File: config.mk
export PLATFORM = sky130hd
export DESIGN_NAME = pcseq_top
export DESIGN_NICKNAME = d
export VERILOG_FILES = /design/src/rtl/pcseq_pkg.sv /design/src/rtl/pcseq_cond.sv /design/src/rtl/pcseq_ras.sv /design/src/rtl/pcseq_top.sv
export SDC_FILE = /design/constraint.sdc
export NUM_CORES = 1
export LEC_CHECK = 0
export ABC_AREA = 1
export CAP_MARGIN = 0
export CORE_MARGIN = 3
export CORE_UTILIZATION = 55
export CTS_BUF_LIST = sky130_fd_sc_hd__clkbuf_4
export CTS_CLUSTER_SIZE = 24
export DETAILED_ROUTE_END_ITERATION = 12
export PLACE_DENSITY = 0.77
export SETUP_SLACK_MARGIN = 0.02
export SLEW_MARGIN = 25
export SYNTH_ARGS = -nofsm -noshare
export SYNTH_HDL_FRONTEND = slang
export SYNTH_SLANG_ARGS = --single-unit
File: constraint.sdc
create_clock -name clk -period 2.45 [get_ports clk]
set_input_delay 0.49 -clock clk [delete_from_list [all_inputs] [get_ports clk]]
set_output_delay 0.49 -clock clk [all_outputs]
set_load 0.03 [all_outputs]
File: src/rtl/pcseq_pkg.sv
package pcseq_pkg;

  localparam int KIND_W = 4;

  typedef enum logic [KIND_W-1:0] {
    BK_STEP = 4'd0,
    BK_JUMP = 4'd1,
    BK_JC   = 4'd2,
    BK_JNC  = 4'd3,
    BK_JZ   = 4'd4,
    BK_JNZ  = 4'd5,
    BK_CALL = 4'd6,
    BK_RET  = 4'd7,
    BK_HALT = 4'd8
  } br_kind_e;

  // True for the four flag-conditioned jump kinds.
  function automatic logic kind_is_cond(input logic [KIND_W-1:0] k);
    return (k == BK_JC) || (k == BK_JNC) || (k == BK_JZ) || (k == BK_JNZ);
  endfunction

  // Flag test for a conditional kind; false for any other kind.
  function automatic logic cond_holds(input logic [KIND_W-1:0] k,
                                      input logic c, input logic z);
    logic r;
    case (k)
      BK_JC:   r = c;
      BK_JNC:  r = !c;
      BK_JZ:   r = z;
      BK_JNZ:  r = !z;
      default: r = 1'b0;
    endcase
    return r;
  endfunction

endpackage

File: src/rtl/pcseq_cond.sv
module pcseq_cond
  import pcseq_pkg::*;
(
  input  logic [KIND_W-1:0] kind,
  input  logic              flag_c,
  input  logic              flag_z,
  output logic              is_cond,
  output logic              taken
);

  always_comb begin
    is_cond = kind_is_cond(kind);
    taken   = cond_holds(kind, flag_c, flag_z);
  end

endmodule

File: src/rtl/pcseq_ras.sv
module pcseq_ras #(
  parameter int DEPTH  = 8,
  parameter int DATA_W = 11
) (
  input  logic                        clk,
  input  logic                        rst_n,
  input  logic                        push,
  input  logic                        pop,
  input  logic [DATA_W-1:0]           push_data,
  output logic [DATA_W-1:0]           top_data,
  output logic                        full,
  output logic                        empty,
  output logic [$clog2(DEPTH+1)-1:0]  count,
  output logic                        ovf_evt,
  output logic                        unf_evt
);

  localparam int CNT_W = $clog2(DEPTH + 1);
  localparam int IDX_W = (DEPTH > 1) ? $clog2(DEPTH) : 1;

  logic [DATA_W-1:0] slot_q [DEPTH];
  logic [CNT_W-1:0]  cnt_q;
  logic              do_push;
  logic              do_pop;
  logic [IDX_W-1:0]  wr_idx;
  logic [IDX_W-1:0]  rd_idx;

  assign full    = (cnt_q == CNT_W'(DEPTH));
  assign empty   = (cnt_q == '0);
  assign count   = cnt_q;
  assign do_push = push && !full;
  assign do_pop  = pop && !empty;
  assign ovf_evt = push && full;
  assign unf_evt = pop && empty;
  assign wr_idx  = IDX_W'(cnt_q);
  assign rd_idx  = IDX_W'(cnt_q - 1'b1);
  assign top_data = slot_q[rd_idx];

  always_ff @(posedge clk) begin
    if (!rst_n) begin
      cnt_q <= '0;
    end else if (do_push) begin
      cnt_q <= cnt_q + 1'b1;
    end else if (do_pop) begin
      cnt_q <= cnt_q - 1'b1;
    end
  end

  generate
    for (genvar g = 0; g < DEPTH; g++) begin : g_slot
      always_ff @(posedge clk) begin
        if (do_push && (wr_idx == IDX_W'(g))) begin
          slot_q[g] <= push_data;
        end
      end
    end
  endgenerate

endmodule

File: src/rtl/pcseq_top.sv
module pcseq_top
  import pcseq_pkg::*;
#(
  parameter int ADDR_W    = 11,
  parameter int RAS_DEPTH = 8
) (
  input  logic              clk,
  input  logic              rst_n,
  input  logic [3:0]        br_kind,
  input  logic [ADDR_W-1:0] br_target,
  input  logic              flag_c,
  input  logic              flag_z,
  output logic [ADDR_W-1:0] pc_q,
  output logic              halted,
  output logic              stack_err
);

  localparam int CNT_W = $clog2(RAS_DEPTH + 1);

  logic [ADDR_W-1:0] pc_r;
  logic              halt_r;
  logic              err_r;

  // Named internal events, visible to the checker.
  logic              active;
  logic              is_cond;
  logic              cond_taken;
  logic              ev_call;
  logic              ev_ret;
  logic              ev_halt;
  logic              ev_ovf;
  logic              ev_unf;
  logic [ADDR_W-1:0] pc_inc;
  logic [ADDR_W-1:0] ras_top;
  logic              ras_full;
  logic              ras_empty;
  logic [CNT_W-1:0]  ras_count;
  logic [ADDR_W-1:0] pc_next;

  function automatic logic [ADDR_W-1:0] pick_next(
    input logic [KIND_W-1:0] k,
    input logic [ADDR_W-1:0] cur,
    input logic [ADDR_W-1:0] tgt,
    input logic              take,
    input logic [ADDR_W-1:0] top,
    input logic              stk_empty
  );
    logic [ADDR_W-1:0] seq;
    logic [ADDR_W-1:0] r;
    seq = cur + 1'b1;
    case (k)
      BK_JUMP, BK_CALL:             r = tgt;
      BK_JC, BK_JNC, BK_JZ, BK_JNZ: r = take ? tgt : seq;
      BK_RET:                       r = stk_empty ? seq : top;
      BK_HALT:                      r = cur;
      default:                      r = seq;
    endcase
    return r;
  endfunction

  assign active  = !halt_r;
  assign pc_inc  = pc_r + 1'b1;
  assign ev_call = active && (br_kind == BK_CALL);
  assign ev_ret  = active && (br_kind == BK_RET);
  assign ev_halt = active && (br_kind == BK_HALT);

  pcseq_cond u_cond (
    .kind    (br_kind),
    .flag_c  (flag_c),
    .flag_z  (flag_z),
    .is_cond (is_cond),
    .taken   (cond_taken)
  );

  pcseq_ras #(
    .DEPTH  (RAS_DEPTH),
    .DATA_W (ADDR_W)
  ) u_ras (
    .clk       (clk),
    .rst_n     (rst_n),
    .push      (ev_call),
    .pop       (ev_ret),
    .push_data (pc_inc),
    .top_data  (ras_top),
    .full      (ras_full),
    .empty     (ras_empty),
    .count     (ras_count),
    .ovf_evt   (ev_ovf),
    .unf_evt   (ev_unf)
  );

  assign pc_next = pick_next(br_kind, pc_r, br_target, is_cond && cond_taken,
                             ras_top, ras_empty);

  always_ff @(posedge clk) begin
    if (!rst_n) begin
      pc_r   <= '0;
      halt_r <= 1'b0;
      err_r  <= 1'b0;
    end else if (active) begin
      pc_r <= pc_next;
      if (ev_halt) halt_r <= 1'b1;
      if (ev_ovf || ev_unf) err_r <= 1'b1;
    end
  end

  assign pc_q      = pc_r;
  assign halted    = halt_r;
  assign stack_err = err_r;

endmodule

After elaboration in Yosys (flattened, before gate mapping)
Memories as Yosys holds them, arrays and structs flattened.
Cells that the tools add are included.
{"block": "word_totals", "register_bits": 17, "ram_bits": 88, "in_bits": 19, "output_inout_bits": 13, "mem_count": 1}
{"block": "op_classes", "n_addsub": 3, "n_eq_ne": 16, "n_mux": 45, "n_bitwise": 2, "n_reduce_logical": 39}
{"memory": "u_ras.slot_q", "depth": 8, "word_bits": 11, "rd": 1, "rd_clocked_by_memory_dff": 0, "write_ports": 1, "line": "pcseq_ras.sv:21", "rtl": "logic [DATA_W-1:0] slot_q [DEPTH];"}
{"op": "$mux W11", "count": 9}
{"op": "$reduce_or A11 Y1", "count": 7}
{"op": "$pmux W11 S4", "count": 1}
{"op": "$mux W1", "count": 25}
{"op": "$mux W3", "count": 7}
{"op": "$eq A4 B3 Y1 const B", "count": 4}
{"op": "$logic_and A1 B1 Y1", "count": 16}
{"op": "$eq A3 B3 Y1 const B", "count": 4}
{"op": "$add A11 B1 Y11 const B", "count": 1}
{"op": "$eq A4 B2 Y1 const B", "count": 2}
{"op": "$eq A4 B4 Y1 const B", "count": 2}
{"op": "$mux W4", "count": 2}
{"op": "$eq A3 B2 Y1 const B", "count": 2}
{"op": "$logic_not A1 Y1", "count": 5}
{"op": "$add A4 B1 Y4 const B", "count": 1}
{"op": "$eq A4 B1 Y1 const B", "count": 1}
{"op": "$logic_not A4 Y1", "count": 1}
{"op": "$logic_or A1 B1 Y1", "count": 4}
{"op": "$pmux W1 S4", "count": 1}
{"op": "$reduce_and A2 Y1", "count": 2}
{"op": "$reduce_or A4 Y1", "count": 1}
{"op": "$sub A4 B1 Y4 const B", "count": 1}
{"op": "$eq A3 B1 Y1 const B", "count": 1}
{"op": "$logic_not A3 Y1", "count": 1}
{"op": "3 further kinds", "count": 4}

Logic depth before layout (Yosys ltp)
{"block": "depth", "word_depth": 14, "depth_mapped": 13, "mapped_depth_nobuf": 10}

Modules after synthesis
From an unflattened synthesis, not the netlist that was laid out.
{"block": "unflattened", "cells_unflattened": 530, "area_unflattened_um2": 5031.1}
{"module": "pcseq_ras", "n_inst": 1, "cells_per_inst": 312, "area_per_inst_um2": 3871.2, "seq_area_each_um2": 2722.6}
{"module": "pcseq_top", "n_inst": 1, "cells_per_inst": 199, "area_per_inst_um2": 1087.3, "seq_area_each_um2": 260.2}
{"module": "pcseq_cond", "n_inst": 1, "cells_per_inst": 19, "area_per_inst_um2": 72.6, "seq_area_each_um2": 0.0}

Least setup slack after synthesis
Ideal clock, no wire load.
{"block": "synth_path", "path_type": "register to register", "from": "reg u_ras.cnt_q[0] (netlist: u_ras.count[0])", "to": "mem u_ras.slot_q[1][0] (enable)", "setup_ns": 0.393, "arrival_ns": 2.078, "t_required_ns": 2.057, "setup_slack_ns": -0.021, "path_stages_with_launch": 9, "n_path_buf": 1, "synth_period_minus_slack_ns": 2.471, "path_cell_list": "dfxtp_1 -> inv_2 -> clkbuf_1 -> ha_1 -> inv_1 -> nor3_1 -> nor2_2 -> inv_2 -> nor3_1"}
{"block": "synth_via", "elab_chain_cells": 14, "elab_cells_between_ends": 56, "classes_between": "eq/ne: 8; mux: 30; reduce/logical: 18"}
{"element": "from (decl)", "line": "pcseq_ras.sv:22", "rtl": "logic [CNT_W-1:0] cnt_q;"}
{"element": "from (signal assigned)", "line": "pcseq_ras.sv:43", "rtl": "cnt_q <= cnt_q + 1'b1;"}
{"element": "from (signal assigned)", "line": "pcseq_ras.sv:45", "rtl": "cnt_q <= cnt_q - 1'b1;"}
{"element": "$eq A4 B4 Y1", "line": "pcseq_ras.sv:28", "rtl": "assign full = (cnt_q == CNT_W'(DEPTH));"}
{"element": "$logic_not A1 Y1", "line": "pcseq_ras.sv:31", "rtl": "assign do_push = push && !full;"}
{"element": "$logic_and A1 B1 Y1", "line": "pcseq_ras.sv:31"}
{"element": "$logic_and A1 B1 Y1", "line": "pcseq_ras.sv:52", "rtl": "if (do_push && (wr_idx == IDX_W'(g))) begin"}
{"element": "$mux W1", "line": "pcseq_ras.sv:52"}
{"element": "$mux W1 (implied by the code)", "line": "pcseq_ras.sv:53", "rtl": "slot_q[g] <= push_data;"}
{"element": "$reduce_or A11 Y1 (no source line)"}
{"element": "$mux W3 (no source line) / $mux W1 (equally long branches) (7 in a row)"}
{"element": "to (decl)", "line": "pcseq_ras.sv:21"}
Several ways; a longest one is shown, not always the timed one.

Worst setup path after layout
{"block": "layout_path", "from": "reg u_ras.cnt_q[1] (netlist: u_ras.count[1])", "to": "reg pc_r[5] (netlist: pc_q[5])"}
{"block": "layout_via", "elab_chain_cells": 4, "elab_cells_between_ends": 5, "classes_between": "add/sub: 1; mux: 2; reduce/logical: 1; memory: 1"}
{"element": "$sub A4 B1 Y4", "line": "pcseq_ras.sv:36", "rtl": "assign rd_idx = IDX_W'(cnt_q - 1'b1);"}
{"element": "$mem_v2 Z8 W11"}
{"element": "$mux W11 (*)", "line": "pcseq_top.sv:54", "rtl": "BK_RET: r = stk_empty ? seq : top;"}
{"element": "$pmux W11 S4 (*)", "line": "pcseq_top.sv:51", "rtl": "case (k)"}
{"element": "to (signal assigned)", "line": "pcseq_top.sv:101", "rtl": "pc_r <= pc_next;"}
{"element": "to (decl)", "line": "pcseq_top.sv:20", "rtl": "logic [ADDR_W-1:0] pc_r;"}
Every way passes the cells marked *; elsewhere a longest branch is shown, timed or not.
A chain may end at the register's enable or synchronous reset.

==> metrics.cfg <==
[status]
status=finished, final reports clean

[die]
coreArea_um2=8810
dieWidth_um=102
pin_count=32
die_y_um=102
fp-row-count=34
die_area_um2=10300
start_util_pct=57.1

[yosys]
ys.flop_type=edfxtp_1
yosysTopAreaCellShare_pct=52.6
synth_edf_count=88
ys_top_cells_by_area=edfxtp_1 (53%), nand2_1 (9.8%), dfxtp_1 (6.8%)
synth_cell_types=27
yosysWarningCount=0
synth.most_common_cell=nand2_1
ys_ff_latch=105
synthArstFlopShare_pct=0
synth_common_cells=nand2_1 (131), edfxtp_1 (88), nor2_1 (86), inv_1 (70), nand3_1 (68)
synth_cells=561
syn_area_um2=5030
syn_area_per_cell_um2=8.96
synth_fp_nets=588
yosys.area.top_type=edfxtp_1
yosysSeqAreaShare_pct=59.3

[power_and_ir_drop]
power_density_nw_per_um2=583
power_mw=3.30
leakage_nw=2.35
peakVddDrop_v=0.000355

[sta]
fmax_mhz=449
whs_ns=0.509
slew_headroom_pct=65.6
finClkSkew_ns=0.0153
fin_tns_setup_ns=0
setup-violations-final=0
worst_slew_pin_slew_ns=0.516
post-route-period-util_pct=90.9
hold_viol_final=0
final_max_slew_viol_count=0
rsz0062_at_grt=false
layout_min_cycle_time_ns=2.23

[setup_path]
ff2ff_path_depth=9
r2r_start=u_ras.count[1]$_SDFFE_PN0P_
critical_path.max_stage_delay_ns=0.57
critPathCapture=pc_q[5]$_SDFFE_PN0P_
arrival_ns=2.60
path_class=flop to flop
worstPathCellList=inv_1 > ha_1 > inv_1 > nand3_1 > nand3_1 > nand3_1 > nand4_1 > nand2_1 > inv_1
crit_slowest_cell=ha_1
critPathLaunch=u_ras.count[1]$_SDFFE_PN0P_
r2r_end=pc_q[5]$_SDFFE_PN0P_
r2r_slack_ns=0.22
critical_path_required_ns=2.83
path_max_fanout=11
critical_path.endpoint_type=flop
crit_path_start_kind=flop

[flow_run]
max_cap_violations=0

[finish]
syn_to_final_growth_pct=12.6
nFillCells=727
instances_no_fill=715
n_antenna_cell=0
final_area_um2=5660
multiInputGateArea_um2=1640
final_nets=629
drive_above_1_share_pct=8.57
seq_area_um2=2980

[placement]
place_area_um2=5520
io_buffers=31
place_congestion=0.971
post-dp-hpwl_um=7350
dp.cells=699

[grt]
grt_pass1_wl_um=17100
grt_max_degree=51
grt_pass1_vias=3476
antenna_found_initial=0
overflow=0
grtUsageTotal_pct=21.8

[worst_hold_path]
hp-class=flop to flop

[clock_tree]
clk_latency_ns=0.47
cts_buffers=9
hold_buffers=0
post_cts_resized=0
root_buffer=clkbuf_4
clk_pin_slew_ns=0.16
clockBufferDepth=2
clock-sinks=105
cts_tree=built
htree_levels=3
post_cts_buffers=0

[route]
routedWlPerCell_um=14.8
num_vias=3792
ant_nets=0
drt_iter0_drc=323
via_per_inst=5.30
route.detailed.drc=0
dr.pass1.iters=5
wl_um=10600

report_power, final:
part,switching [mW],internal (mW),leakage (nW),total [mW]
combinational,0.270,0.153,1.34,0.422
sequential,0.0265,1.99,0.945,2.01
clock,0.628,0.237,0.0693,0.864
total,0.924,2.37,2.35,3.30
final cells by class:
| class | instances | area share, % |
|---|---|---|
| multi-input combinational | 359 | 29.0 |
| tap | 108 | 2.39 |
| inverter | 75 | 4.97 |
| clock inverter | 7 | 1.26 |
| timing repair buffer | 52 | 8.49 |
| sequential | 105 | 52.7 |
| clock buffer | 9 | 1.19 |
through the flow:
stage | setup slack, ns | util (%)
6_report | 0.224 | 64.3
3_5_place_dp | 0.0814 | 62.7
2_1_floorplan | -0.0208 | -
3_3_place_gp | 0.142 | 62.7
5_1_grt | 0.0617 | 64.3
4_1_cts | 0.253 | 64.3
placed cells by master, fill, tap and decap left out:
cell type	synthesis	layout
xor2_1	5	5
edfxtp_1	88	88
or2_0	5	5
clkbuf_4	0	9
inv_2	5	5
inv_1	70	70
inv_6	0	1
inv_8	0	2
buf_4	4	20
nor2_2	2	2
o21ai_1	2	2
o21ai_0	21	21
clkinv_8	0	1
a31oi_1	1	1
nor2_4	1	1
nand4_1	4	4
xnor2_1	1	1
nor3_1	10	10
clkinvlp_4	0	2
nand3_1	68	68
nand2_2	1	1
clkdlybuf4s50_1	0	31
ha_1	8	8
nor2_1	86	86
or2_2	5	5
clkinv_4	0	1
dfxtp_1	17	17
a21oi_1	7	7
nand3_2	1	1
nand2_1	131	131
buf_12	0	1
logic make-up after synthesis:
group	after synthesis	synth area share, %
buffers and inverters	97	8.01
DFF	105	59.3
xor gates and xnor gates	6	1.05
adders and majority gates	8	1.99
and+or+nand+nor	314	26.5
AOI/OAI and AO/OA	31	3.11
layer usage:
metal | part of all wire [%] | vias up | global-route usage [%] | wire [um]
met5 | 0 | - | 0 | 0
met4 | 1.8 | 0 | 7.67 | 187
met3 | 8.7 | 22 | 4.96 | 921
met2 | 46 | 174 | 33.7 | 4910
met1 | 43 | 1704 | 30.5 | 4580
li1 | - | 1892 | - | -
how the worst min path moves through the flow:
stage | from | endpoint | cells after the start
6_report | stack_err$_SDFFE_PN0P_ | stack_err$_SDFFE_PN0P_ | 2
5_1_grt | stack_err$_SDFFE_PN0P_ | stack_err$_SDFFE_PN0P_ | 2
4_1_cts | stack_err$_SDFFE_PN0P_ | stack_err$_SDFFE_PN0P_ | 2
3_5_place_dp | stack_err$_SDFFE_PN0P_ | stack_err$_SDFFE_PN0P_ | 2
3_3_place_gp | stack_err$_SDFFE_PN0P_ | stack_err$_SDFFE_PN0P_ | 2
2_1_floorplan | u_ras.count[3]$_SDFFE_PN0P_ | u_ras.count[3]$_SDFFE_PN0P_ | 3
state kept, by name, indices dropped and copies added (netlist names):
signal        count
pc_q             11
stack_err         1
u_ras.slot_q     88
halted            1
u_ras.count       4
worst max-delay path: cells and delay by family (launching register included):
family | cells | cell delay, ns
adders and majority gates | 1 | 0.57
buffers and inverters | 3 | 0.48
and+or+nand+nor | 5 | 0.61
DFF | 1 | 0.47
(Power assumes the default switching activity.)
